## config.mk

```make
export PLATFORM = sky130hd
export DESIGN_NAME = act_window_throttle
export DESIGN_NICKNAME = d
export VERILOG_FILES = /design/src/rtl/act_window_pkg.sv /design/src/rtl/act_hit_decode.sv /design/src/rtl/rank_ts_window.sv /design/src/rtl/act_window_throttle.sv
export SDC_FILE = /design/constraint.sdc
export NUM_CORES = 1
export LEC_CHECK = 0
export ABC_AREA = 1
export BUFFER_PORTS_ARGS = -buffer_cell sky130_fd_sc_hd__buf_4
export CAP_MARGIN = 20
export CORE_ASPECT_RATIO = 1.25
export CORE_UTILIZATION = 45
export DETAILED_ROUTE_END_ITERATION = 10
export PLACE_DENSITY = 0.57
export SLEW_MARGIN = 15
export SYNTH_ARGS = -nofsm -noshare
export SYNTH_HDL_FRONTEND = slang
export SYNTH_SLANG_ARGS = --single-unit
```

## constraint.sdc

```tcl
create_clock -name clk -period 5.43 [get_ports clk]
set_input_delay 1.086 -clock clk [delete_from_list [all_inputs] [get_ports clk]]
set_output_delay 1.086 -clock clk [all_outputs]
set_load 0.03 [all_outputs]
```

## src/rtl/act_window_pkg.sv

```systemverilog
package act_window_pkg;
   localparam int unsigned DEF_RANKS = 8;
   localparam int unsigned DEF_LIMIT = 4;
   localparam int unsigned DEF_TS_W  = 8;

   function automatic int unsigned idx_width(input int unsigned n);
      return (n <= 1) ? 1 : $clog2(n);
   endfunction
endpackage

```

## src/rtl/act_hit_decode.sv

```systemverilog
module act_hit_decode
   import act_window_pkg::*;
#(
   parameter int unsigned NUM_RANKS = DEF_RANKS,
   parameter bit          MIRROR_EN = 1'b1,
   localparam int unsigned RANK_W   = idx_width(NUM_RANKS)
) (
   input  logic                 loc_vld,
   input  logic [RANK_W-1:0]    loc_rank,
   input  logic                 mir_mode,
   input  logic                 mir_vld,
   input  logic [RANK_W-1:0]    mir_rank,
   output logic [NUM_RANKS-1:0] hit
);
   logic [NUM_RANKS-1:0] loc_hit;

   always_comb begin
      for (int r = 0; r < NUM_RANKS; r++)
         loc_hit[r] = loc_vld && (loc_rank == RANK_W'(r));
   end

   generate
      if (MIRROR_EN) begin : g_mirror
         logic [NUM_RANKS-1:0] mir_hit;
         always_comb begin
            for (int r = 0; r < NUM_RANKS; r++)
               mir_hit[r] = mir_mode && mir_vld && (mir_rank == RANK_W'(r));
         end
         // a collision on one rank merges into a single hit
         assign hit = loc_hit | mir_hit;
      end else begin : g_local_only
         assign hit = loc_hit;
      end
   endgenerate
endmodule

```

## src/rtl/rank_ts_window.sv

```systemverilog
module rank_ts_window
   import act_window_pkg::*;
#(
   parameter int unsigned LIMIT = DEF_LIMIT,
   parameter int unsigned TS_W  = DEF_TS_W,
   localparam int unsigned CNT_W = idx_width(LIMIT + 1)
) (
   input  logic            clk,
   input  logic            rst_n,
   input  logic [TS_W-1:0] now,
   input  logic [TS_W-1:0] win,
   input  logic            hit,
   output logic            blocked,
   output logic            empty
);
   logic [TS_W-1:0]  ts_q [LIMIT];
   logic [TS_W-1:0]  ts_d [LIMIT];
   logic [CNT_W-1:0] cnt_q, cnt_d, wr_idx;
   logic [TS_W-1:0]  age;
   logic             expired, full, pop, push;

   assign age     = now - ts_q[0];
   assign expired = (age >= win);
   assign empty   = (cnt_q == '0);
   assign full    = (cnt_q == CNT_W'(LIMIT));
   assign blocked = full && !expired;
   // only the oldest entry can age out first; one drop per cycle keeps pace
   assign pop     = !empty && expired;
   assign push    = hit && !blocked;
   assign wr_idx  = pop ? (cnt_q - CNT_W'(1)) : cnt_q;

   always_comb begin
      unique case ({push, pop})
         2'b10:   cnt_d = cnt_q + CNT_W'(1);
         2'b01:   cnt_d = cnt_q - CNT_W'(1);
         default: cnt_d = cnt_q;
      endcase
   end

   genvar i;
   generate
      for (i = 0; i < LIMIT; i++) begin : g_slot
         logic [TS_W-1:0] shifted;
         if (i < LIMIT - 1) begin : g_shift
            assign shifted = pop ? ts_q[i+1] : ts_q[i];
         end else begin : g_tail
            assign shifted = ts_q[i];
         end
         assign ts_d[i] = (push && (wr_idx == CNT_W'(i))) ? now : shifted;
      end
   endgenerate

   always_ff @(posedge clk) begin
      if (!rst_n) begin
         cnt_q <= '0;
         for (int k = 0; k < LIMIT; k++) ts_q[k] <= '0;
      end else begin
         cnt_q <= cnt_d;
         ts_q  <= ts_d;
      end
   end
endmodule

```

## src/rtl/act_window_throttle.sv

```systemverilog
module act_window_throttle
   import act_window_pkg::*;
#(
   parameter int unsigned NUM_RANKS = DEF_RANKS,
   parameter int unsigned LIMIT     = DEF_LIMIT,
   parameter int unsigned TS_W      = DEF_TS_W,
   parameter bit          MIRROR_EN = 1'b1,
   localparam int unsigned RANK_W   = idx_width(NUM_RANKS)
) (
   input  logic                 clk,
   input  logic                 rst_n,
   input  logic                 act_done,
   input  logic [RANK_W-1:0]    act_rank,
   input  logic                 mirror_mode,
   input  logic                 mirror_done,
   input  logic [RANK_W-1:0]    mirror_rank,
   input  logic [TS_W-1:0]      win_len,
   output logic [NUM_RANKS-1:0] rank_block
);
   generate
      if (NUM_RANKS < 2) begin : g_bad_ranks
         $error("act_window_throttle: NUM_RANKS must be at least 2");
      end
      if (LIMIT < 1) begin : g_bad_limit
         $error("act_window_throttle: LIMIT must be at least 1");
      end
      if (TS_W < 2 || TS_W > 32) begin : g_bad_ts
         $error("act_window_throttle: TS_W must lie in 2..32");
      end
   endgenerate

   logic [TS_W-1:0]      now_q, win_q;
   logic [NUM_RANKS-1:0] hit, empty_vec;
   logic                 all_empty;

   act_hit_decode #(.NUM_RANKS(NUM_RANKS), .MIRROR_EN(MIRROR_EN)) u_dec (
      .loc_vld (act_done),
      .loc_rank(act_rank),
      .mir_mode(mirror_mode),
      .mir_vld (mirror_done),
      .mir_rank(mirror_rank),
      .hit     (hit)
   );

   assign all_empty = &empty_vec;

   always_ff @(posedge clk) begin
      if (!rst_n) begin
         now_q <= '0;
         win_q <= '0;
      end else begin
         now_q <= now_q + TS_W'(1);
         if (all_empty) win_q <= win_len;
      end
   end

   genvar r;
   generate
      for (r = 0; r < NUM_RANKS; r++) begin : g_rank
         rank_ts_window #(.LIMIT(LIMIT), .TS_W(TS_W)) u_trk (
            .clk    (clk),
            .rst_n  (rst_n),
            .now    (now_q),
            .win    (win_q),
            .hit    (hit[r]),
            .blocked(rank_block[r]),
            .empty  (empty_vec[r])
         );
      end
   endgenerate
endmodule

```

* Word-level counts from Yosys, hierarchy flattened
Cells that the tools add are included. Widths: inputs -> output; s select.
Operators by class: equal/unequal tests 62, $add $sub $neg 25, muxes and demuxes 64, reduce and logical (&&, ||, !) cells 148, bitwise logic cells 1, order comparisons 8
Operators with widths (number):
- $mux 8 | 48
- $logic_and 1x1->1 | 73
- $ge 8x8->1 | 8
- $reduce_bool 2->1 | 32
- $sub 8x8->8 | 8
- $eq 3x2->1 const B | 20
- $logic_not 3->1 | 18
- $eq 3x3->1 const B | 16
- $pmux 3 s2 | 8
- $eq 3x1->1 const B | 10
- $add 3x1->3 const B | 8
- $logic_not 1->1 | 24
- $mux 3 | 8
- $sub 3x1->3 const B | 8
- $eq 2x1->1 const B | 8
- $eq 2x2->1 const B | 8
- $add 8x1->8 const B | 1
- $or 8x8->8 | 1
- $reduce_and 8->1 | 1
Storage, ports and cells: bits in registers 296, word-level logic and storage cells 350, bits of input ports 19, output and inout port bits 8

* Depth between registers and ports, before layout
Gate-level depths: netlist of the first run.
depth in word-level cells 8, depth in mapped cells 28, gate-level depth less buffers 24

* Modules after synthesis
From an unflattened synthesis of the first run, not the netlist that was laid out.
Unflattened totals: cell total of the unflattened synthesis 3005, area, all modules 20549.7 um^2
Modules (own cells, without submodules):
- rank_ts_window (g_rank[0].u_trk ...) | times used 5, seq. area each 700.7 um^2, cells an instance 355, area each 2448.6 um^2
- rank_ts_window (g_rank[2].u_trk) | times used 1, seq. area each 700.7 um^2, cells an instance 360, area each 2471.1 um^2
- rank_ts_window (g_rank[6].u_trk) | times used 1, seq. area each 700.7 um^2, cells an instance 355, area each 2444.8 um^2
- rank_ts_window (g_rank[7].u_trk) | times used 1, seq. area each 700.7 um^2, cells an instance 360, area each 2441.1 um^2
- act_window_throttle | times used 1, seq. area each 320.3 um^2, cells an instance 109, area each 757.0 um^2
- act_hit_decode | times used 1, seq. area each 0.0 um^2, cells an instance 46, area each 192.7 um^2

* Worst setup path before layout of the first run
Ideal clock, no wire load.
path type register to output, from register now_q[0], to output rank_block[1], arrival time 3093 ps, stages on the path, launching flop included 20, setup slack 1251 ps, buffers on the path 3, data required time 4344 ps, cells stage by stage dfxtp_1 -> clkbuf_1 -> clkinv_1 -> clkbuf_1 -> ha_1 -> inv_1 -> nand3_1 -> nand2_1 -> a21oi_1 -> o21ai_0 -> nand2_1 -> nand2_1 -> a21oi_1 -> xor2_1 -> ha_1 -> a21oi_1 -> o21a_1 -> nand2_4 -> nor2_1 -> buf_4
On the way: word-level cells in the longest chain between the ends 4
Ends and longest elaborated chain:
- from (decl) | RTL line act_window_throttle.sv:32 | logic [TS_W-1:0] now_q, win_q;
- from (signal assigned) | RTL line act_window_throttle.sv:52 | now_q <= now_q + TS_W'(1);
- $sub 8x8->8 | RTL line rank_ts_window.sv:22 | assign age = now - ts_q[0];
- $ge 8x8->1 | RTL line rank_ts_window.sv:23 | assign expired = (age >= win);
- $logic_not 1->1 | RTL line rank_ts_window.sv:26 | assign blocked = full && !expired;
- $logic_and 1x1->1 | RTL line rank_ts_window.sv:26
- to (decl) | RTL line act_window_throttle.sv:18 | output logic [NUM_RANKS-1:0] rank_block
Every way passes these cells.

* Worst setup path in the final report of the first run
from register now_q[2], to output rank_block[5]
Same word-level chain as after synthesis.

==> results of run 1 <==
[area by class of cell]
| class | count | area share |
|---|---|---|
| clock buffer | 56 | 0.05217 |
| clock inverter | 5 | 0.001844 |
| timing repair buffer | 50 | 0.01844 |
| inverter | 238 | 0.04271 |
| multi-input combinational | 2186 | 0.5695 |
| tap | 565 | 0.03361 |
| sequential | 296 | 0.2817 |
[kinds of logic after synthesis]
group / Yosys count / synth area share
AO/OA/AOI/OAI: 421 / 0.1142
AND/OR/NAND/NOR: 1526 / 0.3555
flip-flops: 296 / 0.3018
buffers and inverters: 387 / 0.08801
XOR/XNOR: 78 / 0.03480
adder cells (fa/ha/maj): 161 / 0.1057
[worst paths after layout]
check        cells after the start                            startpoint  slack (ns)                                   end
min                              2  g_rank[0].u_trk.g_slot[3].shifted[6]        0.46  g_rank[0].u_trk.g_slot[3].shifted[6]
min reg2reg                      2  g_rank[0].u_trk.g_slot[3].shifted[6]        0.46  g_rank[0].u_trk.g_slot[3].shifted[6]
max reg2reg                     19                              now_q[2]        0.85              g_rank[5].u_trk.cnt_q[0]
max                             16                              now_q[2]        0.52                         rank_block[5]
[stage by stage]
step | hold WS (ns) | cells | cell area (um^2) | utilization
after floorplan | 0.4237 | 2869 | 19630 | -
after global placement | 0.4422 | 3335 | 19900 | 0.4620
after detailed placement | 0.4486 | 3335 | 19900 | 0.4620
after CTS | 0.4574 | 3396 | 21030 | 0.4883
after global routing | 0.4806 | 3396 | 21030 | 0.4883
final | 0.4563 | 3396 | 21030 | 0.4883
[registers in the layout, summed over array words and instances, names as in the netlist]
name	cells
g_rank.u_trk.cnt_q	24
g_rank.u_trk.g_slot.shifted	64
g_rank.u_trk.ts_q	192
now_q	8
win_q	8
[critical path: stages (launching register included)]
cell	delay (ns)
dfxtp_1	0.55
buf_4	0.31
ha_1	0.31
a21oi_1	0.16
nand2_1	0.10
a21oi_1	0.15
o21ai_0	0.14
nand2_1	0.08
nand2_1	0.05
a21oi_1	0.14
xor2_1	0.16
ha_1	0.27
a21oi_1	0.13
o21a_1	0.24
nand2_4	0.11
nor2_1	0.15
buf_4	0.19
[routing by layer]
| layer | GRT usage | up-vias |
|---|---|---|
| met1 | 0.3118 | 8487 |
| met5 | 0 | - |
| met4 | 0.08798 | 0 |
| met2 | 0.4202 | 383 |
| met3 | 0.03861 | 93 |
| li1 | - | 9258 |
[cells in the mapped netlist, drive strengths merged]
cell type  count  area [um^2]
buf           74        553.0
ha           153         1914
and2           1        6.260
dfxtp        296         5926
o22ai          8        50.05
xnor2         32        280.3
o21a           8        60.06
fa             8        160.2
nand3        437         2207
inv          235        882.1
xor2          46        402.9
o21ai        118        639.4
nand3b         2        15.01
nand4         24        150.1
a21oi        287         1493
clkinv         3        11.26
nand2        872         3581
nor4           3        18.77
nor2         185        990.9
nor3           2        10.01
clkbuf        75        281.5
==> impl_metrics.csv, run 1 <==
group,metric,value,unit
drt,drtIter0Drc,1234,
finish,diodes,0,
synthesis,yosysUniqueCellTypes,33,
job,maxCapViolations,0,
finish,register_area,0.005926,mm^2
die,rows,85,
die,ios,27,
status,status,"finished clean",
drt,wl_met2,26490,um
clock_tree,cts_buffers,36,
place,place_congestion,0.8153,
clock_tree,cts.sinks,296,
timing,period_share,0.9036,
clock_tree,cts_hold_buf,0,
clock_tree,clockBufferDepth,3,
place,portBuffers,26,
drt,met3WireLength,2748,um
synthesis,synth_fp_nets,3049,
global_routing,grt_start_max_net_pins,116,
synthesis,syn_area_per_cell,6.843,um^2
place,dp_slack,0.8618,ns
timing,tns,0,ns
clock_tree,cts_root_buf,"clkbuf_16",
setup_path,crit_required,4.34,ns
hold_path,hp-class,"reg -> reg",
setup_path,crit_arrival,3.82,ns
finish,area_delta_synth_final,7.138,%
synthesis,netlist_instances,2869,
die,die_h,235.5,um
timing,setup_viol,0,
timing,rsz0062_at_grt,"no",
global_routing,grt_pass1_wl,88330,um
global_routing,grt_usage,0.2464,
clock_tree,h-tree-depth,2,
die,dieArea,0.04447,mm^2
die,coreArea,0.04307,mm^2
synthesis,synth_seq_area_share,0.3018,
timing,skew,0.02720,ns
timing,tightestPinTransition,1.018,ns
finish,layout_common_cells,"nand2_1 (803), nand3_1 (433), dfxtp_1 (296)",
drt,wl_per_cell,16.29,um
setup_path,worstPathMaxFanout,13,
synthesis,synth-seq-cells,296,
clock_tree,cts_resized,0,
clock_tree,path_clk_slew,0.06,ns
finish,multiInputGateArea,0.01198,mm^2
setup_path,worstSetupStartpointType,"flop",
drt,drt-met1-wl,24270,um
clock_tree,cts_tree,"done",
drt,dr.pass1.iters,6,
finish,fill_cells,4368,
global_routing,gr-total-overflow,0,
drt,viasPerCell,5.365,
drt,drcViolationCount,0,
drt,ant_nets,0,
die,initial_core_util,0.4558,
timing,slew_violations,0,
global_routing,grt_pass1_vias,16940,
timing,period_needed,4.907,ns
setup_path,end_kind,"output pin",
global_routing,antenna_found_initial,0,
synthesis,syn_area,0.01963,mm^2
drt,vias,18220,
timing,hold_viol_final,0,
clock_tree,worst_skew_pair.late_latency,0.57,ns
setup_path,setup.worst_path.class,"reg -> out",
finish,final_common_cell,"nand2_1",
timing,fmax,0.2038,GHz
finish,final_nets,2988,
synthesis,yosysWarnings,0,
drt,route.top_layer_used,"met4",
die,chipWidth,188.8,um
clock_tree,post_cts_buffers,0,
finish,drive_gt1_frac,0.08619,
timing,fin_ws,0.5235,ns
place,post-dp-hpwl,36090,um
timing,slew_headroom,0.3216,
drt,drt-total-wl,55310,um
Power of run 1 is not shown: default switching activity piles up to over one toggle a cycle in this logic, so the estimate is an artifact.
==> run 2: changes to the inputs <==
CELL_PAD_IN_SITES_DETAIL_PLACEMENT = 1   (was default)
CELL_PAD_IN_SITES_GLOBAL_PLACEMENT = 1   (was default)
PLACE_DENSITY = 0.75   (was 0.57)
==> impl_metrics.csv, run 2 (synthesis gave the netlist of run 1 again) <==
group,metric,value,unit
hold_path,min_delay_worst_endpoint,"g_rank[0].u_trk.g_slot[3].shifted[6]",
clock_tree,cts_tree,"done",
drt,viasPerCell,5.521,
clock_tree,cts.sinks,296,
hold_path,hp-class,"reg -> reg",
finish,final_nets,2984,
setup_path,cp_top_family,"compound AO/OA/AOI/OAI gates",
clock_tree,path_clk_slew,0.06,ns
timing,fmax,0.1995,GHz
timing,slew_headroom,0.2226,
setup_path,slowest_stage,"dfxtp_1",
setup_path,end_kind,"output pin",
global_routing,grt_pass1_wl,100800,um
die,coreArea,0.04307,mm^2
drt,dr.pass1.iters,5,
timing,tightestPinTransition,1.159,ns
status,status,"finished clean",
die,rows,85,
timing,hold_viol_final,0,
clock_tree,h-tree-depth,2,
clock_tree,cts_root_buf,"clkbuf_16",
setup_path,r2r_cells,20,
timing,slew_violations,0,
setup_path,setup.worst_path.class,"reg -> out",
timing,setup_viol,0,
setup_path,r2r_end,"g_rank[5].u_trk.cnt_q[2]",
clock_tree,post_cts_buffers,0,
finish,drive_gt1_frac,0.08834,
drt,drcViolationCount,0,
finish,fill_cells,5622,
setup_path,cpMostUsedCell,"a21oi_1",
drt,wl_per_cell,18.30,um
setup_path,crit_required,4.34,ns
place,place_congestion,0.8366,
clock_tree,cts_buffers,37,
finish,area_delta_synth_final,7.737,%
setup_path,crit_arrival,3.93,ns
drt,drt-total-wl,62160,um
drt,vias,18750,
setup_path,r2r_slack,0.72,ns
place,post-dp-hpwl,39760,um
hold_path,hold_depth,2,
finish,largest_register,"g_rank.u_trk.ts_q",
drt,ant_nets,0,
clock_tree,cts_hold_buf,0,
place,portBuffers,26,
setup_path,r2r_start,"now_q[2]",
timing,skew,0.02992,ns
global_routing,grt_usage,0.2810,
global_routing,grt_start_max_net_pins,129,
finish,largest_register_ffs,192,
die,ios,27,
drt,drtIter0Drc,820,
timing,tns,0,ns
clock_tree,clockBufferDepth,3,
die,chipWidth,188.8,um
timing,period_needed,5.013,ns
global_routing,gr-total-overflow,0,
die,die_h,235.5,um
setup_path,crit_path_cell_trace,"buf_4 > ha_1 > a21oi_1 > nand2_1 > a21oi_1 > o21ai_0 > nand2_1 > nand2_1 > a21oi_1 > xor2_1 > ha_1 > a21oi_1 > o21a_1 > nand2_4 > nor2_1 > buf_4",
setup_path,max_stage_delay,0.63,ns
timing,period_share,0.9231,
global_routing,grt_pass1_vias,19470,
clock_tree,cts_resized,0,
clock_tree,worst_skew_pair.late_latency,0.57,ns
timing,rsz0062_at_grt,"no",
global_routing,antenna_found_initial,2,
finish,final_common_cell,"nand2_1",
setup_path,worstSetupStartpointType,"flop",
setup_path,worstPathMaxFanout,11,
hold_path,hold_start,"g_rank[0].u_trk.g_slot[3].shifted[6]",
setup_path,cp_num_buf_inv,2,
finish,layout_common_cells,"nand2_1 (803), nand3_1 (433), dfxtp_1 (292)",
die,dieArea,0.04447,mm^2
die,initial_core_util,0.4558,
job,maxCapViolations,0,
## run 2: through the flow
stage,area (um^2),instances,util,worst slack [ns],hold slack [ns]
after CTS,21150,3395,0.4910,0.4216,0.4539
final,21150,3397,0.4911,0.4175,0.4492
after global routing,21150,3395,0.4910,0.01518,0.4717
after global placement,19870,3330,0.4612,0.9165,0.4324
after detailed placement,19870,3330,0.4612,0.7629,0.4444
after floorplan,19630,2869,-,1.251,0.4237
## run 2: worst min-delay path: stages, from the launching register on
cell and delay, ns:
dfxtp_1 0.31, inv_1 0.05, a21oi_1 0.05
## run 2: how the worst max path moves through the flow
stage | start | end | cells after the start
finish | now_q[2] | rank_block[5] | 16
CTS | now_q[2] | rank_block[5] | 16
detailed placement | now_q[2] | g_rank[5].u_trk.cnt_q[2] | 20
global route | now_q[2] | rank_block[5] | 16
floorplan | now_q[0] | rank_block[1] | 19
global placement | now_q[2] | g_rank[5].u_trk.cnt_q[2] | 20
## run 2: layout make-up
type / instances / area (um^2) / area share
multi-input cells: 2186 / 11980 / 0.5663
flip-flops and latches: 296 / 5931 / 0.2804
clock buffers: 50 / 1067 / 0.05046
inverters: 238 / 898.4 / 0.04247
well taps: 565 / 706.9 / 0.03342
repair buffers: 45 / 350.3 / 0.01656
clock inverters: 15 / 214.0 / 0.01012
diodes: 2 / 5.005 / 0.0002366
## run 2: metal layers
| layer | wire (um) | GRT usage | up-vias |
|---|---|---|---|
| met2 | 30990 | 0.5035 | 241 |
| met1 | 26930 | 0.3359 | 9155 |
| met5 | 25 | 0 | - |
| li1 | - | - | 9228 |
| met4 | 2135 | 0.1163 | 4 |
| met3 | 2073 | 0.03369 | 126 |
Power of run 2 is left out for the same reason.
==> run 3: changes to the inputs <==
CORE_UTILIZATION = 47   (was 45)
PLACE_DENSITY = 0.79   (was 0.75)
==> impl_metrics.csv, run 3 (synthesis gave the netlist of run 1 again) <==
group,metric,value,unit
timing,slew_headroom,0.2659,
timing,rsz0062_at_grt,"no",
die,dieArea,0.04260,mm^2
timing,tightestPinTransition,1.101,ns
die,coreArea,0.04112,mm^2
drt,drtIter0Drc,961,
timing,skew,0.01987,ns
setup_path,worstSetupStartpointType,"flop",
drt,viasPerCell,5.597,
die,ios,27,
finish,drive_gt1_frac,0.08363,
finish,diodes,0,
setup_path,max_stage_delay,0.54,ns
timing,slew_violations,0,
clock_tree,cts.sinks,296,
place,post-dp-hpwl,41630,um
finish,largest_register,"g_rank.u_trk.ts_q",
drt,vias,18880,
clock_tree,cts_tree,"done",
place,portBuffers,26,
place,dpl.cell_count,3315,
finish,fill_cells,5484,
clock_tree,path_clk_slew,0.06,ns
clock_tree,worst_skew_pair.late_latency,0.54,ns
job,maxCapViolations,0,
clock_tree,clockBufferDepth,3,
drt,wl_per_cell,18.68,um
clock_tree,cts_hold_buf,0,
clock_tree,cts_root_buf,"clkbuf_16",
finish,fin_cells,3374,
die,die_h,230.5,um
global_routing,grt_usage,0.2950,
setup_path,end_kind,"output pin",
global_routing,gr-total-overflow,0,
timing,tns,0,ns
timing,hold_viol_final,0,
timing,fmax,0.1992,GHz
finish,layout_common_cells,"nand2_1 (803), nand3_1 (433), dfxtp_1 (294)",
status,status,"finished clean",
drt,ant_nets,0,
finish,final_nets,2980,
finish,largest_register_ffs,192,
place,place_congestion,0.8480,
die,chipWidth,184.8,um
timing,period_needed,5.019,ns
die,initial_core_util,0.4774,
drt,drt-total-wl,63020,um
clock_tree,post_cts_buffers,0,
setup_path,slowest_stage,"dfxtp_1",
setup_path,crit_required,4.34,ns
setup_path,cp_num_buf_inv,2,
global_routing,antenna_found_initial,0,
clock_tree,h-tree-depth,2,
global_routing,grt_pass1_wl,100300,um
setup_path,cpMostUsedCell,"a21oi_1",
finish,area_delta_synth_final,6.794,%
die,rows,83,
global_routing,grt_start_max_net_pins,126,
hold_path,hp-class,"reg -> reg",
setup_path,cp_top_family,"compound AO/OA/AOI/OAI gates",
clock_tree,cts_resized,0,
finish,final_common_cell,"nand2_1",
timing,setup_viol,0,
setup_path,worstPathMaxFanout,12,
drt,dr.pass1.iters,5,
setup_path,crit_arrival,3.93,ns
global_routing,grt_pass1_vias,19230,
drt,drcViolationCount,0,
timing,period_share,0.9243,
clock_tree,cts_buffers,35,
setup_path,crit_path_cell_trace,"buf_4 > ha_1 > a21oi_1 > nand2_1 > a21oi_1 > o21ai_0 > nand2_1 > nand2_1 > a21oi_1 > xor2_1 > ha_1 > a21oi_1 > o21a_1 > nand2_4 > nor2_1 > buf_4",
setup_path,setup.worst_path.class,"reg -> out",
==> run 3: cell types whose count changed in the layout (fill, tap and decap cells not counted), moves of 2 or more <==
cell,delta
dfxtp_2,-2
clkinv_2,-3
bufinv_16,-3
dfxtp_1,+2
buf_4,-2
diode_2,-2
clkbuf_16,-2
inv_6,-2
clkbuf_8,+2
clkbuf_1,+4
==> run 3: final timing paths <==
| kind | endpoint | depth (start not counted) | slack, ns | from |
|---|---|---|---|---|
| max reg2reg | g_rank[4].u_trk.cnt_q[1] | 20 | 0.62 | now_q[2] |
| max | rank_block[4] | 16 | 0.41 | now_q[2] |
| min reg2reg | g_rank[0].u_trk.g_slot[3].shifted[1] | 2 | 0.45 | g_rank[0].u_trk.g_slot[3].shifted[1] |
| min | g_rank[0].u_trk.g_slot[3].shifted[1] | 2 | 0.45 | g_rank[0].u_trk.g_slot[3].shifted[1] |
==> run 3: final cells by class <==
type | instances | area (um^2) | area share
repair buffers | 43 | 335.3 | 0.01599
clock buffers | 54 | 1060 | 0.05055
inverters | 238 | 898.4 | 0.04285
well taps | 552 | 690.7 | 0.03294
flip-flops and latches | 296 | 5928 | 0.2827
multi-input cells | 2186 | 11980 | 0.5713
clock inverters | 5 | 75.07 | 0.003581
==> run 3: layer usage <==
metal	wire length (um)	global-route usage
met2	31920	0.5399
met5	0	0
met1	27410	0.3551
met3	1960	0.03281
met4	1736	0.09246
==> run 3: tightest hold or removal path, cell delays in order (launching register included) <==
cell	delay (ns)
dfxtp_1	0.31
inv_1	0.05
a21oi_1	0.05
==> run 3: metrics by stage <==
step | hold WS [ns] | setup slack [ns] | util | cell area [um^2]
final | 0.4498 | 0.4108 | 0.5098 | 20970
after global routing | 0.4769 | 0.1958 | 0.5098 | 20970
after CTS | 0.4499 | 0.4382 | 0.5098 | 20970
after detailed placement | 0.4407 | 0.7100 | 0.4822 | 19830
after global placement | 0.4372 | 0.9458 | 0.4822 | 19830
after floorplan | 0.4237 | 1.251 | - | 19630
Power of run 3 is left out for the same reason.
